`src/rtl/uart_irq_pkg.sv`:
```
package uart_irq_pkg;

    localparam int NSLOT = 8;

    localparam logic [5:0] CODE_NONE = 6'h01;
    localparam logic [5:0] CODE_LS   = 6'h06;
    localparam logic [5:0] CODE_TMO  = 6'h0C;
    localparam logic [5:0] CODE_RX   = 6'h04;
    localparam logic [5:0] CODE_TX   = 6'h02;
    localparam logic [5:0] CODE_MS   = 6'h00;
    localparam logic [5:0] CODE_GPIO = 6'h30;
    localparam logic [5:0] CODE_XOFF = 6'h10;
    localparam logic [5:0] CODE_FLOW = 6'h20;

    // line-status bits that may raise the source
    localparam logic [7:0] LINE_MASK = 8'b1001_1110;

    // slot index = priority, 0 highest
    typedef enum logic [2:0] {
        SL_LS, SL_TMO, SL_RX, SL_TX, SL_MS, SL_GPIO, SL_XOFF, SL_FLOW
    } slot_e;

    typedef struct packed {
        logic ls;
        logic tmo;
        logic tx;
        logic ms;
        logic gpio;
        logic xoff;
        logic cts;
        logic rts;
    } pend_t;

    function automatic logic [5:0] slot_code(input int s);
        case (s)
            0:       return CODE_LS;
            1:       return CODE_TMO;
            2:       return CODE_RX;
            3:       return CODE_TX;
            4:       return CODE_MS;
            5:       return CODE_GPIO;
            6:       return CODE_XOFF;
            default: return CODE_FLOW;
        endcase
    endfunction

endpackage

```
`src/rtl/uart_irq_edge.sv`:
```
module uart_irq_edge #(
    parameter int W        = 1,
    parameter bit TOGGLE   = 1'b0,
    parameter bit RST_HIGH = 1'b0
) (
    input  logic         clk,
    input  logic         rst_n,
    input  logic [W-1:0] sig,
    output logic [W-1:0] evt
);
    logic [W-1:0] prev_d, prev_q;

    always_comb prev_d = sig;

    always_ff @(posedge clk or negedge rst_n) begin
        if (!rst_n) prev_q <= RST_HIGH ? {W{1'b1}} : {W{1'b0}};
        else        prev_q <= prev_d;
    end

    generate
        if (TOGGLE) begin : g_toggle
            assign evt = sig ^ prev_q;
        end else begin : g_rise
            assign evt = sig & ~prev_q;
        end
    endgenerate
endmodule

```
`src/rtl/uart_irq_tmo.sv`:
```
module uart_irq_tmo #(
    parameter int FRAME_BITS = 10
) (
    input  logic clk,
    input  logic rst_n,
    input  logic bit_tick,
    input  logic rx_nonempty,
    input  logic restart,
    output logic expire
);
    localparam int LIMIT = 4 * FRAME_BITS + 12;
    localparam int CW    = $clog2(LIMIT + 1);
    localparam logic [CW-1:0] LIM_C  = CW'(LIMIT);
    localparam logic [CW-1:0] LIM_M1 = CW'(LIMIT - 1);

    logic [CW-1:0] cnt_d, cnt_q;

    always_comb begin
        cnt_d  = cnt_q;
        expire = 1'b0;
        if (!rx_nonempty || restart) begin
            cnt_d = '0;
        end else if (bit_tick && (cnt_q < LIM_C)) begin
            cnt_d  = cnt_q + 1'b1;
            expire = (cnt_q == LIM_M1);
        end
    end

    always_ff @(posedge clk or negedge rst_n) begin
        if (!rst_n) cnt_q <= '0;
        else        cnt_q <= cnt_d;
    end
endmodule

```
`src/rtl/uart_irq_prio.sv`:
```
module uart_irq_prio #(
    parameter int N = 8
) (
    input  logic [N-1:0] req,
    output logic [N-1:0] grant,
    output logic         any
);
    generate
        for (genvar i = 0; i < N; i++) begin : g_slot
            if (i == 0) begin : g_top
                assign grant[i] = req[i];
            end else begin : g_low
                assign grant[i] = req[i] & ~(|req[i-1:0]);
            end
        end
    endgenerate

    assign any = |req;
endmodule

```
`src/rtl/uart_irq_ctrl.sv`:
```
module uart_irq_ctrl
    import uart_irq_pkg::*;
#(
    parameter int FRAME_BITS = 10,
    parameter int GPIO_W     = 8
) (
    input  logic              clk,
    input  logic              rst_n,
    input  logic [3:0]        int_en,
    input  logic [2:0]        ext_en,
    input  logic              ext_gate,
    input  logic [7:0]        line_evt,
    input  logic              rx_err_left,
    input  logic              rx_at_trig,
    input  logic              rx_nonempty,
    input  logic              rx_char,
    input  logic              bit_tick,
    input  logic              tx_empty,
    input  logic              tx_below_trig,
    input  logic [3:0]        modem_evt,
    input  logic [GPIO_W-1:0] gpio_in,
    input  logic              xoff_det,
    input  logic              xon_det,
    input  logic              cts_n,
    input  logic              auto_cts,
    input  logic              rts_n,
    input  logic              auto_rts,
    input  logic              stat_rd,
    input  logic              line_rd,
    input  logic              modem_rd,
    input  logic              gpio_rd,
    input  logic              rxdata_rd,
    input  logic              txdata_wr,
    output logic              irq,
    output logic [5:0]        src_code
);
    pend_t pend_d, pend_q;

    logic              tmo_expire;
    logic              tx_cond, tx_rise;
    logic [GPIO_W-1:0] gpio_tog;
    logic              cts_rise, rts_rise;
    logic [2:0]        xen;
    logic [NSLOT-1:0]  req, grant;
    logic              any_req;
    logic [5:0]        code_or;

    uart_irq_tmo #(.FRAME_BITS(FRAME_BITS)) u_tmo (
        .clk         (clk),
        .rst_n       (rst_n),
        .bit_tick    (bit_tick),
        .rx_nonempty (rx_nonempty),
        .restart     (rx_char | rxdata_rd),
        .expire      (tmo_expire)
    );

    assign tx_cond = tx_empty | tx_below_trig;

    uart_irq_edge #(.W(1), .TOGGLE(1'b0), .RST_HIGH(1'b0)) u_tx_edge (
        .clk (clk), .rst_n (rst_n), .sig (tx_cond), .evt (tx_rise)
    );

    uart_irq_edge #(.W(GPIO_W), .TOGGLE(1'b1), .RST_HIGH(1'b0)) u_gpio_edge (
        .clk (clk), .rst_n (rst_n), .sig (gpio_in), .evt (gpio_tog)
    );

    uart_irq_edge #(.W(1), .TOGGLE(1'b0), .RST_HIGH(1'b1)) u_cts_edge (
        .clk (clk), .rst_n (rst_n), .sig (cts_n), .evt (cts_rise)
    );

    uart_irq_edge #(.W(1), .TOGGLE(1'b0), .RST_HIGH(1'b1)) u_rts_edge (
        .clk (clk), .rst_n (rst_n), .sig (rts_n), .evt (rts_rise)
    );

    // extended enables count only behind the gate
    assign xen = ext_gate ? ext_en : 3'b000;

    always_comb begin
        req                = '0;
        req[int'(SL_LS)]   = pend_q.ls   & int_en[2];
        req[int'(SL_TMO)]  = pend_q.tmo  & int_en[0];
        req[int'(SL_RX)]   = rx_at_trig  & int_en[0];
        req[int'(SL_TX)]   = pend_q.tx   & int_en[1];
        req[int'(SL_MS)]   = pend_q.ms   & int_en[3];
        req[int'(SL_GPIO)] = pend_q.gpio & int_en[3];
        req[int'(SL_XOFF)] = pend_q.xoff & xen[0];
        req[int'(SL_FLOW)] = (pend_q.rts & xen[1]) | (pend_q.cts & xen[2]);
    end

    uart_irq_prio #(.N(NSLOT)) u_prio (
        .req   (req),
        .grant (grant),
        .any   (any_req)
    );

    always_comb begin
        code_or = '0;
        for (int i = 0; i < NSLOT; i++) begin
            if (grant[i]) code_or = code_or | slot_code(i);
        end
    end

    assign irq      = any_req;
    assign src_code = any_req ? code_or : CODE_NONE;

    // next-state: clears first, sets override
    always_comb begin
        pend_d = pend_q;

        if (line_rd && !rx_err_left) pend_d.ls = 1'b0;
        if (|(line_evt & LINE_MASK)) pend_d.ls = 1'b1;

        if (rxdata_rd)  pend_d.tmo = 1'b0;
        if (tmo_expire) pend_d.tmo = 1'b1;

        if (txdata_wr || (stat_rd && grant[int'(SL_TX)])) pend_d.tx = 1'b0;
        if (tx_rise) pend_d.tx = 1'b1;

        if (modem_rd) begin
            pend_d.ms  = 1'b0;
            pend_d.cts = 1'b0;
            pend_d.rts = 1'b0;
        end
        if (|modem_evt)            pend_d.ms  = 1'b1;
        if (cts_rise && auto_cts)  pend_d.cts = 1'b1;
        if (rts_rise && auto_rts)  pend_d.rts = 1'b1;

        if (gpio_rd)    pend_d.gpio = 1'b0;
        if (|gpio_tog)  pend_d.gpio = 1'b1;

        if (xon_det)  pend_d.xoff = 1'b0;
        if (xoff_det) pend_d.xoff = 1'b1;
    end

    always_ff @(posedge clk or negedge rst_n) begin
        if (!rst_n) pend_q <= '0;
        else        pend_q <= pend_d;
    end
endmodule

```
`config.mk`:
```
export PLATFORM = sky130hd
export DESIGN_NAME = uart_irq_ctrl
export DESIGN_NICKNAME = d
export VERILOG_FILES = /design/src/rtl/uart_irq_pkg.sv /design/src/rtl/uart_irq_edge.sv /design/src/rtl/uart_irq_tmo.sv /design/src/rtl/uart_irq_prio.sv /design/src/rtl/uart_irq_ctrl.sv
export SDC_FILE = /design/constraint.sdc
export NUM_CORES = 1
export LEC_CHECK = 0
export ABC_AREA = 1
export BUFFER_PORTS_ARGS = -buffer_cell sky130_fd_sc_hd__buf_2
export CORE_ASPECT_RATIO = 1.25
export CORE_MARGIN = 5
export CORE_UTILIZATION = 45
export CTS_CLUSTER_SIZE = 10
export DETAILED_ROUTE_END_ITERATION = 16
export GPL_TIMING_DRIVEN = 0
export PLACE_DENSITY = 0.81
export SLEW_MARGIN = 10
export SYNTH_ARGS = -nofsm -noshare
export SYNTH_HDL_FRONTEND = slang
export SYNTH_SLANG_ARGS = --single-unit
```
`constraint.sdc`:
```
create_clock -name clk -period 1.45 [get_ports clk]
set_input_delay 0.435 -clock clk [delete_from_list [all_inputs] [get_ports clk]]
set_output_delay 0.435 -clock clk [all_outputs]
set_load 0.05 [all_outputs]
```
After elaboration in Yosys (flattened, before gate mapping). Cells that the tools add are included. W data, S select, Z words.

$add $sub $neg: 1. $lt $le $gt $ge: 1. Equality and inequality tests: 1. Muxes and demuxes: 36. Bitwise gates (word level): 40. Reductions and logical operators: 28.

Operators by type and width (number): $mux W6 (17); $or A6 B6 Y6 (7); $and A1 B1 Y1 (19); $reduce_bool A2 Y1 (9); $mux W1 (16); $reduce_or A8 Y1 (2); $not A1 Y1 (10); $reduce_or A5 Y1 (2); $reduce_or A4 Y1 (2); $xor A8 B8 Y8 (1); $reduce_or A7 Y1 (1); $add A6 B1 Y6 const B (1); $eq A6 B6 Y1 const B (1); $lt A6 B6 Y1 const B (1); $mux W3 (2); $reduce_or A6 Y1 (1); $logic_and A1 B1 Y1 (5); $or A1 B1 Y1 (3); $reduce_or A3 Y1 (1); $logic_not A1 Y1 (2); $logic_or A1 B1 Y1 (2); $mux W2 (1); $reduce_or A2 Y1 (1).

Register bits after elaboration: 25. Bits of input ports: 49. Word-level logic and storage cells: 120.

Logic depth before layout (Yosys ltp).
Word-level depth: 19. Depth in mapped cells: 7. Depth with buffers taken out: 7.

By module. Synthesis repeated with hierarchy kept, for this count alone.

Cell total of the unflattened synthesis: 207. Area, all modules: 1460.2 um^2.

By module, submodules not included: uart_irq_ctrl (instances 1, cells an instance 73, area each 475.5 um^2, seq. area each 200.2 um^2); uart_irq_tmo (instances 1, cells an instance 54, area each 422.9 um^2, seq. area each 150.1 um^2); uart_irq_edge at u_gpio_edge (instances 1, cells an instance 48, area each 350.3 um^2, seq. area each 200.2 um^2); uart_irq_prio (instances 1, cells an instance 23, area each 103.8 um^2, seq. area each 0.0 um^2); uart_irq_edge at u_cts_edge ... (instances 2, cells an instance 3, area each 36.3 um^2, seq. area each 26.3 um^2); uart_irq_edge at u_tx_edge (instances 1, cells an instance 3, area each 35.0 um^2, seq. area each 25.0 um^2).

Least setup slack after synthesis. Ideal clock, no wire load.

Path type: in2out. Start: input int_en[0]. End: output src_code[0]. Arrival time: 2096 ps. Slack: -1081 ps. Cell stages on the path: 5. Path buffers: 0. Path through: nand2_1 > nand3_2 > nor2_1 > nand4_1 > inv_1.

RTL lines: start, declared (RTL line uart_irq_ctrl.sv:9) `input logic [3:0] int_en,`; $and A1 B1 Y1, on equally long branches (RTL line uart_irq_ctrl.sv:81, uart_irq_ctrl.sv:82); $reduce_or A8 Y1 (*) (RTL line uart_irq_prio.sv:18) `assign any = |req;`; via irq (RTL line uart_irq_ctrl.sv:34) `output logic irq,`; $mux W6 (*) (RTL line uart_irq_ctrl.sv:104) `assign src_code = any_req ? code_or : CODE_NONE;`; end, declared (RTL line uart_irq_ctrl.sv:35) `output logic [5:0] src_code`.

The timed path passes the listed nets; every way through them passes the cells marked *.

Worst setup path after layout.
Start: register pend_q[6] in the netlist's numbering. End: output src_code[0].

Longest elaborated chain between the ends: 16.

RTL lines: start, declared (RTL line uart_irq_ctrl.sv:37) `pend_t pend_d, pend_q;`; start signal, assigned (RTL line uart_irq_ctrl.sv:137) `else pend_q <= pend_d;`; $and A1 B1 Y1 (*) (RTL line uart_irq_ctrl.sv:81) `req[int'(SL_TMO)] = pend_q.tmo & int_en[0];`; $and A1 B1 Y1 / $reduce_or A2 Y1 (equally long branches) (RTL line uart_irq_prio.sv:13) `assign grant[i] = req[i] & ~(|req[i-1:0]);`; $mux W6 / $not A1 Y1 (equally long branches) (RTL line uart_irq_ctrl.sv:99, uart_irq_prio.sv:13); $or A6 B6 Y6 / $and A1 B1 Y1 (equally long branches) (RTL line uart_irq_ctrl.sv:99, uart_irq_prio.sv:13); $mux W6 (RTL line uart_irq_ctrl.sv:99) `if (grant[i]) code_or = code_or | slot_code(i);`; $or A6 B6 Y6 (RTL line uart_irq_ctrl.sv:99); $mux W6 (RTL line uart_irq_ctrl.sv:99); $or A6 B6 Y6 (RTL line uart_irq_ctrl.sv:99); $mux W6 (RTL line uart_irq_ctrl.sv:99); $or A6 B6 Y6 (RTL line uart_irq_ctrl.sv:99); $mux W6 (RTL line uart_irq_ctrl.sv:99); $or A6 B6 Y6 (RTL line uart_irq_ctrl.sv:99); $mux W6 (RTL line uart_irq_ctrl.sv:99); $or A6 B6 Y6 (RTL line uart_irq_ctrl.sv:99); $mux W6 (RTL line uart_irq_ctrl.sv:99); $mux W6 (*) (RTL line uart_irq_ctrl.sv:104).

Mark *: on every way between the ends. The rest lies on a longest branch, timed or not.

==> run metrics <==
outcome complete, but fails checks; failing checks setup timing; Routability Congestion around 0.76; CTS root buf clkbuf_4; vias per cell between 4 and 5; Static Leak 0.863 nW; Final Cycle Share 1.28; HPWL after DPL roughly 2.1 mm; fill count between 200 and 250; r2r startpoint u_tmo.cnt_q[1]; Post-Syn Area 1200 µm²; Worst-Margin Slew between 0.5 and 0.6 ns; Fmax approximately 0.54 GHz; Final nets 261; RSZ-0062 raised after global routing yes; initial antenna violation count 0; setup TNS -2.25 ns; Crit Path Class flop to output pin; DRC viols 0; Pwr per Cell Area 756 nW/µm²; routed len/inst ~11 µm; Hold Fails Final Rpt 0; Die H between 60 and 70 µm; fraction of layout cells with a size suffix above 1 0.405; Area Overhead vs Synth 42.2%; Yosys top cell area share 0.480; most common cell after layout, fill and taps aside buf_2; final setup vio count 7; WP data arrival between 1 and 1.5 ns; initial DRC count 28; reg2reg end u_tmo.cnt_q[4]; Initial DRT Pass Iterations 4; sequential fraction of the synthesis area 0.523; number of global-route vias before repair between 1,000 and 1,500; starting density of the core 0.457; IO Count 56; CTS Buf Count 3; syn nets about 200; worst rel slew slack 0.646; Slew Viols, Final 0; diode count 0; port bufs 52; Mean Syn Cell Area roughly 8 µm²; CP required about 1.0 ns; synth warn 0; htree depth 1; Setup crit start kind flop; first-pass GRT wire length ~4.4 mm; total length of routed wires around 2.6 mm; fin util 0.650; setup ws final -0.400 ns; CTS tree done; via count 1,148; CTS Buffer Depth 2; hold slack final just under 0.09 ns; R2R depth 6; Synth area leaders dfrtp_1, nand2_1, inv_1; Worst Clk Skew roughly 0.0029 ns; pin count of the biggest net entering global routing 26; Worst Setup End Kind output pin; maximum vdd drop 0.000577 V; num rows 21; Clock Latency Late Sink between 0.3 and 0.4 ns; GRT Util Overall 0.146; Die Width between 50 and 60 µm; pre-CTS setup slack -0.346 ns; most frequent cells in the layout buf_2, nand2_1, dfrtp_1; Final ANT Viol Nets 0; Post-Syn Instances 146; clk sinks 25; worst hold path type primary input to async pin; core area 2630 µm²; Crit Path Max Fanout 3; die area roughly 3800 µm²; min Tclk post-route 1.85 ns; Worst-path clk slew 0.13 ns; # Max-Cap Violations 0; largest area contributor in the synthesized netlist dfrtp_1; worst reg2reg setup slack 0.33 ns; total grt overflow 0; Synth cell types 22; post-synthesis sequential element count 25
[where the power goes]
part | switching [mW] | internal, mW
Sequential | 0.0129 | 0.726
Clock | 0.190 | 0.107
Combinational | 0.138 | 0.117
Total | 0.341 | 0.950
[final cells by class]
class                   instances  area (µm²)  share of cell area
well taps                      34        42.5              0.0249
clock buffers                   4        26.3              0.0154
multi-input cells             100         553               0.324
inverters                      21        85.1              0.0499
flip-flops and latches         25         628               0.368
repair buffers                 60         372               0.218
[sequential cells by signal, indices dropped and copies added (netlist names)]
signal              count
u_tx_edge.prev_q        1
u_cts_edge.prev_q       1
u_tmo.cnt_q             6
u_rts_edge.prev_q       1
pend_q                  8
u_gpio_edge.prev_q      8
[synthesized netlist by cell type]
cell       n
nor3_1     2
nand3_1   13
nand2_1   38
clkinv_1   1
dfstp_2    2
a21oi_1    4
inv_1     20
nand3b_1   2
nand2_4    1
nand2_2    3
ha_1       1
nand3_2    1
dfrtp_1   23
o21ai_0    5
nand4_1    3
xnor2_1    5
nor2_1    14
or2_2      2
o21ai_1    3
nor4_1     1
o21bai_1   1
nor2_2     1
[layer usage]
metal,vias up,track usage,share of wire
met3,2,0.0249,0.052
met2,28,0.278,0.54
met4,0,0.0534,0.0057
met5,-,0,0
li1,589,-,-
met1,529,0.164,0.40
[per-stage QoR]
| step | cell area (µm²) | cells | power (mW) |
|---|---|---|---|
| 3_3_place_gp | 1550 | 232 | 0.967 |
| 2_1_floorplan | 1240 | 146 | 0.866 |
| 3_5_place_dp | 1550 | 232 | 0.974 |
| 5_1_grt | 1710 | 244 | 1.36 |
| 6_report | 1710 | 244 | 1.29 |
| 4_1_cts | 1680 | 241 | 1.30 |
[worst max path at each step]
stage | from | endpoint | slack [ns]
3_3_place_gp | int_en[0] | src_code[0] | -0.32
6_report | pend_q[6] | src_code[0] | -0.40
4_1_cts | pend_q[6] | src_code[0] | -0.41
3_5_place_dp | int_en[0] | src_code[0] | -0.35
2_1_floorplan | int_en[2] | src_code[0] | -0.78
5_1_grt | pend_q[5] | src_code[0] | -0.50
[timing repair]
| action | CTS | global route |
|---|---|---|
| setup endpoints to repair | 7 | 7 |
| gates cloned | 0 | 0 |
| gates resized for setup | 22 | 0 |
| pin swaps | 10 | 2 |
| hold buffers | 0 | 0 |
| setup buffers | 5 | 3 |
| endpoints found under the hold margin | 0 | 0 |
[logic make-up (layout without fill, tap and decap cells)]
kind of cell / Yosys count / count (layout) / share of synthesized area
simple gates: 81 / 81 / 0.308
flops: 25 / 25 / 0.523
buf+inv: 21 / 85 / 0.0657
compound gates: 13 / 13 / 0.0563
xor+xnor: 5 / 5 / 0.0365
fa+ha+maj: 1 / 1 / 0.0104
[worst max-delay path: stages (launching register included)]
cell	delay, ns
dfrtp_1	0.43
nand2_4	0.08
nand3_4	0.09
nor2_4	0.09
nand4_1	0.17
inv_4	0.10
buf_8	0.14
(Power assumes the default switching activity.)
